===== config.mk =====
export PLATFORM = sky130hd
export DESIGN_NAME = dma_irq_agg
export DESIGN_NICKNAME = d
export VERILOG_FILES = /design/src/rtl/dma_irq_agg.sv
export SDC_FILE = /design/constraint.sdc
export NUM_CORES = 1
export LEC_CHECK = 0
export BUFFER_PORTS_ARGS = -buffer_cell sky130_fd_sc_hd__buf_2
export CAP_MARGIN = 10
export CORE_AREA = 2 2 39 41
export DETAILED_ROUTE_END_ITERATION = 8
export DIE_AREA = 0 0 41 43
export GPL_TIMING_DRIVEN = 0
export PLACE_DENSITY = 0.68
export SETUP_SLACK_MARGIN = 0.05
export SLEW_MARGIN = 20
export SYNTH_ARGS = -nofsm -noshare
export SYNTH_HDL_FRONTEND = slang
export SYNTH_SLANG_ARGS = --single-unit
export TNS_END_PERCENT = 1

===== constraint.sdc =====
create_clock -name clk -period 2.4 [get_ports clk]
set_input_delay 0.12 -clock clk [delete_from_list [all_inputs] [get_ports clk]]
set_output_delay 0.12 -clock clk [all_outputs]
set_load 0.1 [all_outputs]

===== src/rtl/dma_irq_agg.sv =====
module dma_irq_agg #(
  parameter int NCH = 2,
  localparam int CW = (NCH > 1) ? $clog2(NCH) : 1,
  localparam int FW = 4 * NCH,
  localparam int SW = 2 * NCH + 1
) (
  input  logic          clk,
  input  logic          rst_n,
  input  logic          ev_valid,
  input  logic [CW-1:0] ev_chan,
  input  logic [3:0]    ev_code,
  input  logic          clr_we,
  input  logic [FW-1:0] clr_mask,
  input  logic          irq_en,
  output logic [FW-1:0] cause,
  output logic [SW-1:0] ser_cause,
  output logic          high_sum,
  output logic          irq
);

  logic [FW-1:0]  cause_q;
  logic [FW-1:0]  set_vec;
  logic [FW-1:0]  clr_vec;
  logic [NCH-1:0] ch_sum;
  logic           irq_q;

  always_comb begin
    set_vec = '0;
    if (ev_valid && (int'(ev_chan) < NCH))
      set_vec[int'(ev_chan)*4 +: 4] = ev_code;
  end

  assign clr_vec = clr_we ? clr_mask : '0;

  always_ff @(posedge clk) begin
    if (!rst_n) begin
      cause_q <= '0;
      irq_q   <= 1'b0;
    end else begin
      cause_q <= (cause_q & ~clr_vec) | set_vec;
      irq_q   <= high_sum & irq_en;
    end
  end

  genvar n;
  generate
    for (n = 0; n < NCH; n++) begin : g_ch
      assign ch_sum[n]         = |cause_q[4*n +: 4];
      assign ser_cause[2*n]    = ch_sum[n];
      assign ser_cause[2*n+1]  = 1'b0;
    end
  endgenerate

  assign high_sum       = |ch_sum;
  assign ser_cause[SW-1] = high_sum;
  assign cause          = cause_q;
  assign irq            = irq_q;

endmodule


Word level (Yosys, flattened, before mapping)
Index checks and enable logic that the tools add are counted.
{"block": "totals", "reg_bits": 9, "wordCells": 15}
{"block": "classes", "add_sub_neg": 1, "reduce_logical": 3, "n_bitwise": 5, "shifts": 2, "mux": 2}
{"op": "negation 3 -> 33 bit", "count": 1}
{"op": "variable shift 4 x 33 -> 8 bit, first input constant", "count": 1}
{"op": "indexed part select 4 x 33 -> 8 bit", "count": 1}
{"op": "AND 8 bit", "count": 2}
{"op": "two-way mux 8 bit", "count": 2}
{"op": "inverter 8 bit", "count": 1}
{"op": "OR 8 bit", "count": 1}
{"op": "OR reduction 4 bit", "count": 2}
{"op": "OR reduction 8 bit", "count": 1}
{"op": "AND 1 bit", "count": 1}

Longest topological paths before layout
Gate-level depths: netlist (run 1).
{"block": "depth", "word_depth": 5, "ltp_mapped": 3}

Worst setup path after synthesis (run 1)
No wires, ideal clock.
{"block": "synth_path", "path_type": "register to output", "from": "register cause_q[5], in the netlist cause[5]", "to": "output port ser_cause[4]", "arrival_time_ns": 2.248, "path_stages_with_launch": 4, "path_slack_ns": 0.032, "path_buffers": 1, "cell_sequence": "dfxtp_1 -> nor4_2 -> nand2_1 -> buf_4"}
{"block": "synth_via", "elab_chain_len": 1}
{"element": "from (decl)", "line": "21", "source": "logic [FW-1:0] cause_q;"}
{"element": "from (signal assigned)", "line": "40", "source": "cause_q <= (cause_q & ~clr_vec) | set_vec;"}
{"element": "OR reduction 8 bit", "line": "54", "source": "assign high_sum = |ch_sum;"}
{"element": "to (decl)", "line": "16", "source": "output logic [SW-1:0] ser_cause,"}
Every way passes these cells.

Worst setup path after layout (run 1)
Ends and elaborated chain as after synthesis.

==> impl_summary.log, run 1 <==
INFO  metric status = finished, final reports clean
INFO  metric worstPathRequired = 2280 ps
INFO  metric cts_tree = done
INFO  metric layout_min_cycle_time = 1620 ps
INFO  metric final-hold-violation-count = 0
INFO  metric gates_resized_cts_repair = 0
INFO  metric cts.htree.levels = 1
INFO  metric crit_path_top_delay_cell = nor4_2
INFO  metric synth_edf_count = 0
INFO  metric yosys-top-cells-area = dfxtp_1 (40%), a21boi_0 (13%), o21a_1 (13%)
INFO  metric grt_antenna_before_repair = 0
INFO  metric setup_viol = 0
INFO  metric fin_crit_sh = 67.6%
INFO  metric synth.ff_latch_count = 9
INFO  metric grt_max_degree = 10
INFO  metric floorplan.core_area = 1380 um2
INFO  metric cpPeakStageDelay = 410 ps
INFO  metric path_cells = nor4_2 > nand2_2 > buf_4 > buf_2
INFO  metric synth_top_cell_by_area = dfxtp_1
INFO  metric cts_sinks = 9
INFO  metric post_synth_num_cell_types = 13
INFO  metric synth-seq-area-share = 40.4%
INFO  metric fin_ws = 779 ps
INFO  metric final.fill_count = 146
INFO  metric finish.net_count = 98
INFO  metric drive_gt1_share = 49.4%
INFO  metric grt_pass1_vias = 379
INFO  metric cts.repair_timing.setup_buffer_count = 0
INFO  metric synth-main-ff-cell = dfxtp_1
INFO  metric floorplan_die_width = 41 um
INFO  metric routed_wire_length_per_instance = 10.6 um
INFO  metric worstSetupEndpoint = ser_cause[4]
INFO  metric grt.overflow.total = 0
INFO  metric worst_setup_path_startpoint = cause[5]$_SDFF_PN0_
INFO  metric postLayoutCoreUtil = 46.5%
INFO  metric cts-buffers-inserted = 3
INFO  metric cts_hold_buf = 0
INFO  metric ant_nets = 0
INFO  metric areaGrowthSynthToFinish = 44.4%
INFO  metric io_buffers = 29
INFO  metric wp_depth = 4
INFO  metric postSynthAreaPerCell = 9.90 um2
INFO  metric cts_max_path_buffers = 2
INFO  metric report.final.slew_viol_count = 0
INFO  metric path_delay_family = simple AND/OR/NAND/NOR gates
INFO  metric vias_per_cell = 4.65
INFO  metric ctsRootBufferMaster = clkbuf_4
INFO  metric maximum_net_fanout_on_the_critical_path = 3
INFO  metric finalClockSkew = 3.70 ps
INFO  metric timing.critical_path.arrival = 1500 ps
INFO  metric drtIter0Drc = 1
INFO  metric p_per_area = 769 nW/um2
INFO  metric grt_usage = 13.0%
INFO  metric synthDominantCellAreaShare = 40.4%
INFO  metric std_cell_rows = 14
INFO  metric timing.hold.worst.start = irq_en
INFO  metric initial_utilization = 32.2%
INFO  metric timing.fmax = 617 MHz
INFO  metric setup.worst_path.class = reg -> out
INFO  metric dieHeight = 43 um
INFO  metric io-pin-count = 33
INFO  metric grt_first_pass_wirelength = 1490 um
INFO  metric number_of_iterations_in_the_first_detailed_routing_pass = 4
INFO  metric static-leakage-power = 0.000358 uW
INFO  metric dieArea = 1760 um2
INFO  metric totalNegativeSetupSlack = 0 ps
INFO  metric ir_worst_vdd = 0.235 mV
INFO  metric synthesis.yosys.warnings = 0
INFO  metric setup_repair_after_global_routing_missed_its_margin = false
INFO  metric antenna-diode-count = 0
INFO  metric crit_path_end_kind = primary output
INFO  metric mappedNetlistArea = 445 um2
INFO  metric critPathBufInv = 2
INFO  metric most_used_standard_cell_by_instance_count_after_synthesis = dfxtp_1
INFO  metric clock_edge_transition_at_the_registers_on_the_reported_setup_and_hold_paths = 60 ps
INFO  metric dp_worst_setup_slack = 1040 ps
INFO  metric route.vias.total = 442
INFO  metric weighted_congestion_at_the_end_of_routability_driven_global_placement = 0.625
INFO  metric rr_startpoint = cause[5]$_SDFF_PN0_
INFO  metric r2r_slack = 1430 ps
INFO  metric timing.critical_path.from_type = flop
INFO  metric detail_route.drc_violations = 0
INFO  metric crit-reg2reg-capture = irq$_SDFF_PN0_
INFO  metric max_cap_viol_count = 0
INFO  metric holdCritPathClass = in -> reg
INFO  metric asyncSetResetFlopFracSynth = 0%
INFO  metric netlist_top_cells_count = dfxtp_1 (9), a21boi_0 (8), o21a_1 (8)
INFO  metric worstSkewPairLatency = 260 ps
INFO  metric worst_r2r_path_depth = 2
INFO  metric postSynthCellCount = 45
INFO  metric drt-total-wl = 1000 um
[tightest hold or removal path: cells and delay by family]
kind	cells	cell delay [ps]
buffers and inverters	1	100
AND/OR/NAND/NOR	1	50
AO/OA/AOI/OAI	1	30
[kinds of logic (layout without fill, tap and decap cells)]
kind of cell           after synthesis  in the layout  share of synthesized area, %
AOI/OAI and AO/OA                   17             17                          28.1
buffers and inverters                6             39                          7.86
DFF                                  9              9                          40.4
other                                1              2                         0.842
and+or+nand+nor                     12             12                          22.8
[sequential cells by signal, summed over array words and instances, names as in the netlist]
| register | count |
|---|---|
| irq | 1 |
| cause | 8 |
[report_power, final]
| group | leakage (uW) | total, uW | internal (uW) | switching (uW) |
|---|---|---|---|---|
| sequential | 0.0000736 | 163 | 157 | 6.06 |
| combinational | 0.000269 | 214 | 43.2 | 171 |
| clock | 0.0000150 | 118 | 64.1 | 53.5 |
| total | 0.000358 | 494 | 264 | 230 |
[how the worst min path moves through the flow]
stage / end / cells past startpoint
global placement: irq$_SDFF_PN0_ / 3
global route: irq$_SDFF_PN0_ / 3
detailed placement: irq$_SDFF_PN0_ / 3
floorplan: irq$_SDFF_PN0_ / 2
CTS: irq$_SDFF_PN0_ / 3
finish: irq$_SDFF_PN0_ / 3
[cell usage in the layout, fill, tap and decap left out]
cell      count
clkbuf_4      3
dfxtp_1       9
inv_1         2
nor4_2        1
and3_1        4
and3b_1       4
clkbuf_1      1
buf_4         3
conb_1        2
nand2_1       1
buf_2        30
nand2_2       1
nor4_4        1
a21oi_1       1
o21a_1        8
a21boi_0      8
[layer usage]
| layer | track usage (%) | vias up | routed length (um) |
|---|---|---|---|
| met3 | 3.14 | 2 | 87 |
| li1 | - | 225 | - |
| met1 | 15.3 | 195 | 441 |
| met2 | 18.1 | 20 | 457 |
| met4 | 12.0 | 0 | 19 |
| met5 | 0 | - | 0 |
[through the flow]
step / hold slack (ps) / cell area (um2) / power (uW) / instances
detailed placement: 359 / 617 / 382 / 91
global placement: 346 / 617 / 380 / 91
global route: 87.3 / 643 / 518 / 95
floorplan: 236 / 452 / 345 / 46
finish: 81.1 / 643 / 494 / 95
CTS: 72.1 / 643 / 503 / 95
[layout make-up]
type | count | area (um2) | share of cell area [%]
multi-input combinational | 31 | 236 | 36.8
sequential | 9 | 180 | 28.0
buffer | 4 | 27.5 | 4.28
timing repair buffer | 29 | 145 | 22.6
tap | 16 | 20.0 | 3.11
inverter | 2 | 7.51 | 1.17
clock buffer | 4 | 26.3 | 4.09
(Power assumes the default switching activity.)
==> inputs of run 2 (changes only) <==
--- a/config.mk
+++ b/config.mk
@@ -7,11 +7,11 @@
 export LEC_CHECK = 0
 export BUFFER_PORTS_ARGS = -buffer_cell sky130_fd_sc_hd__buf_2
 export CAP_MARGIN = 10
-export CORE_AREA = 2 2 39 41
+export CORE_MARGIN = 2
+export CORE_UTILIZATION = 33
 export DETAILED_ROUTE_END_ITERATION = 8
-export DIE_AREA = 0 0 41 43
 export GPL_TIMING_DRIVEN = 0
-export PLACE_DENSITY = 0.68
+export PLACE_DENSITY = 0.7
 export SETUP_SLACK_MARGIN = 0.05
 export SLEW_MARGIN = 20
 export SYNTH_ARGS = -nofsm -noshare
==> constraint.sdc (replaced) <==
create_clock -name clk -period 1.4 [get_ports clk]
set_input_delay 0.07 -clock clk [delete_from_list [all_inputs] [get_ports clk]]
set_output_delay 0.07 -clock clk [all_outputs]
set_load 0.1 [all_outputs]
==> run 2 against run 1 <==
Compared with the run above:
- the flow now finishes with violations (setup timing)
- clock-buffer cell count is the same
- largest power group unchanged
- clock skew grew 1.2 ps
- non-clock buffer count is the same
- design area grew 13%
==> impl_summary.log, run 2 (synthesized netlist as in run 1, its figures left out) <==
INFO  metric status = complete, but fails checks
INFO  metric violations = setup timing
INFO  metric route.vias.total = 447 (+1.1%)
INFO  metric clockPowerShare = 22.4% (-1.4 points)
INFO  metric mostFrequentLayoutCells = buf_2 (26), a21boi_0 (8), o21a_1 (8)
INFO  metric crit_path_top_delay_cell = nor4_4
INFO  metric io_buffers = 29 (unchanged)
INFO  metric number_of_iterations_in_the_first_detailed_routing_pass = 2 (-2)
INFO  metric hpwl = 834 um
INFO  metric dieArea = 1660 um2 (-5.9%)
INFO  metric p_comb_share = 47.1% (+3.8 points)
INFO  metric cts.htree.levels = 1 (unchanged)
INFO  metric static-leakage-power = 0.000385 uW (+7.7%)
INFO  metric internal_power = 502 uW (+90%)
INFO  metric path_cells = nor4_4 > nand2_4 > buf_6 > buf_12
INFO  metric timing.critical_path.arrival = 1350 ps (-150 ps)
INFO  metric grt_max_degree = 10 (unchanged)
INFO  metric vias_per_cell = 4.76 (+2.2%)
INFO  metric drtIter0Drc = 3 (+2)
INFO  metric ant_nets = 0 (unchanged)
INFO  metric critPathBufInv = 2 (unchanged)
INFO  metric grt_antenna_before_repair = 0 (unchanged)
INFO  metric floorplan.core_area = 1280 um2 (-7.1%)
INFO  metric antenna-diode-count = 0 (unchanged)
INFO  metric ctsRootBufferMaster = clkbuf_4
INFO  metric setup_repair_after_global_routing_missed_its_margin = true
INFO  metric holdCritPathClass = in -> reg
INFO  metric grt_first_pass_wirelength = 1550 um (+4.2%)
INFO  metric setup_viol = 1 (+1)
INFO  metric fin_ws = -24.9 ps (-804 ps)
INFO  metric largest_register_ff_count = 8 (unchanged)
INFO  metric worstPathRequired = 1330 ps (-950 ps)
INFO  metric layout_min_cycle_time = 1420 ps
INFO  metric dp_worst_setup_slack = 127 ps (-913 ps)
INFO  metric report.final.slew_viol_count = 0 (unchanged)
INFO  metric maximum_net_fanout_on_the_critical_path = 3 (unchanged)
INFO  metric postLayoutCoreUtil = 56.4% (+9.9 points)
INFO  metric dieHeight = 40.7 um (-5.3%)
INFO  metric switching_share = 45.3% (-1.3 points)
INFO  metric final-hold-violation-count = 0 (unchanged)
INFO  metric std_cell_rows = 13 (-1)
INFO  metric worstSkewPairLatency = 260 ps (about the same)
INFO  metric floorplan_die_width = 40.7 um (-0.63%)
INFO  metric initial_utilization = 34.7% (+2.5 points)
INFO  metric grt_usage = 15.2% (+2.2 points)
INFO  metric crit_path_end_kind = primary output
INFO  metric cts_hold_buf = 0 (unchanged)
INFO  metric drive_gt1_share = 59.5% (+10 points)
INFO  metric weighted_congestion_at_the_end_of_routability_driven_global_placement = 0.631 (+0.94%)
INFO  metric finalClockSkew = 4.91 ps (+1.20 ps)
INFO  metric grt_pass1_vias = 385 (+1.6%)
INFO  metric p_per_area = 1270 nW/um2 (+65%)
INFO  metric clock_edge_transition_at_the_registers_on_the_reported_setup_and_hold_paths = 70 ps (about the same)
INFO  metric cts_max_path_buffers = 2 (unchanged)
INFO  metric timing.fmax = 702 MHz
INFO  metric grt.overflow.total = 0 (unchanged)
INFO  metric cts_sinks = 9 (unchanged)
INFO  metric routed_wire_length_per_instance = 11.9 um (+12%)
INFO  metric fin_crit_sh = 102%
INFO  metric path_delay_family = simple AND/OR/NAND/NOR gates
INFO  metric timing.critical_path.from_type = flop
INFO  metric cts_tree = done
INFO  metric cpPeakStageDelay = 380 ps (-30 ps)
INFO  metric detail_route.drc_violations = 0 (unchanged)
INFO  metric setup.worst_path.class = reg -> out
INFO  metric cts-buffers-inserted = 3 (unchanged)
INFO  metric final_common_cell = buf_2
INFO  metric drt-total-wl = 1120 um (+11%)
INFO  metric ir_worst_vdd = 0.697 mV (+200%)
INFO  metric finish.net_count = 98 (unchanged)
INFO  metric netSwitchingPower = 415 uW (+80%)
INFO  metric max_cap_viol_count = 0 (unchanged)
INFO  metric part_of_the_power_in_registers = 30.5% (-2.4 points)
INFO  metric io-pin-count = 33 (unchanged)
INFO  metric areaGrowthSynthToFinish = 62.6%
## run 2: cell types whose count changed in the layout (fill, tap and decap cells not counted), moves of 3 or more
cell	delta
dfxtp_2	+5
buf_12	+3
dfxtp_4	+3
buf_2	-4
dfxtp_1	-8
## run 2: through the flow
stage / cells / power (uW) / TNS [ps] / hold WS [ps] / cell area (um2)
after CTS: 94 / 928 / -39.7 / 18.1 / 724
after global routing: 94 / 957 / -241 / 32.6 / 724
after floorplan: 46 / 603 / -227 / 186 / 487
after global placement: 90 / 664 / 0 / 299 / 651
final: 94 / 918 / -24.9 / 25.0 / 724
after detailed placement: 90 / 667 / 0 / 304 / 651
## run 2: area by class of cell
class                      instances  area, um2
buffer                             4       31.3
clock buffer                       4       26.3
fill                             131        561
inverter                           2       7.51
multi-input combinational         31        250
sequential                         9        198
tap                               15       18.8
timing repair buffer              29        193
## run 2: power by group through the flow
stage,sequential [uW],combinational [uW],clock (uW)
2_1_floorplan,377,226,0
3_3_place_gp,285,378,0
3_5_place_dp,286,381,0
4_1_cts,281,432,214
5_1_grt,282,451,224
6_report,280,432,205
## run 2: repair_timing
item                       4_1_cts  5_1_grt
pin swaps                        3        0
setup endpoints to repair        4        4
setup buffers                    0        0
resized for setup               13        0
## run 2: worst register-to-register path, delay by kind of cell (launching register included)
kind / cells / cell delay [ps]
and+or+nand+nor: 1 / 380
DFF: 1 / 340
AOI/OAI and AO/OA: 1 / 110
## run 2: per-layer routing
metal  vias up  share of wire (%)  routed length, um  track usage, %
met5         -                  0                  0               0
met4         0                  0                  0            5.00
met3         0                 10                113            9.78
met2        23                 45                507            22.6
met1       198                 44                494            17.6
li1        226                  -                  -               -
## run 2: worst paths after layout
kind                            cells past startpoint                start  slack [ps]             end
worst max-delay path                                4  cause[5]$_SDFF_PN0_         -20    ser_cause[4]
worst min-delay path                                3               irq_en          30  irq$_SDFF_PN0_
worst max register to register                      2  cause[5]$_SDFF_PN0_         450  irq$_SDFF_PN0_
worst min register to register                      2  cause[6]$_SDFF_PN0_         550  irq$_SDFF_PN0_
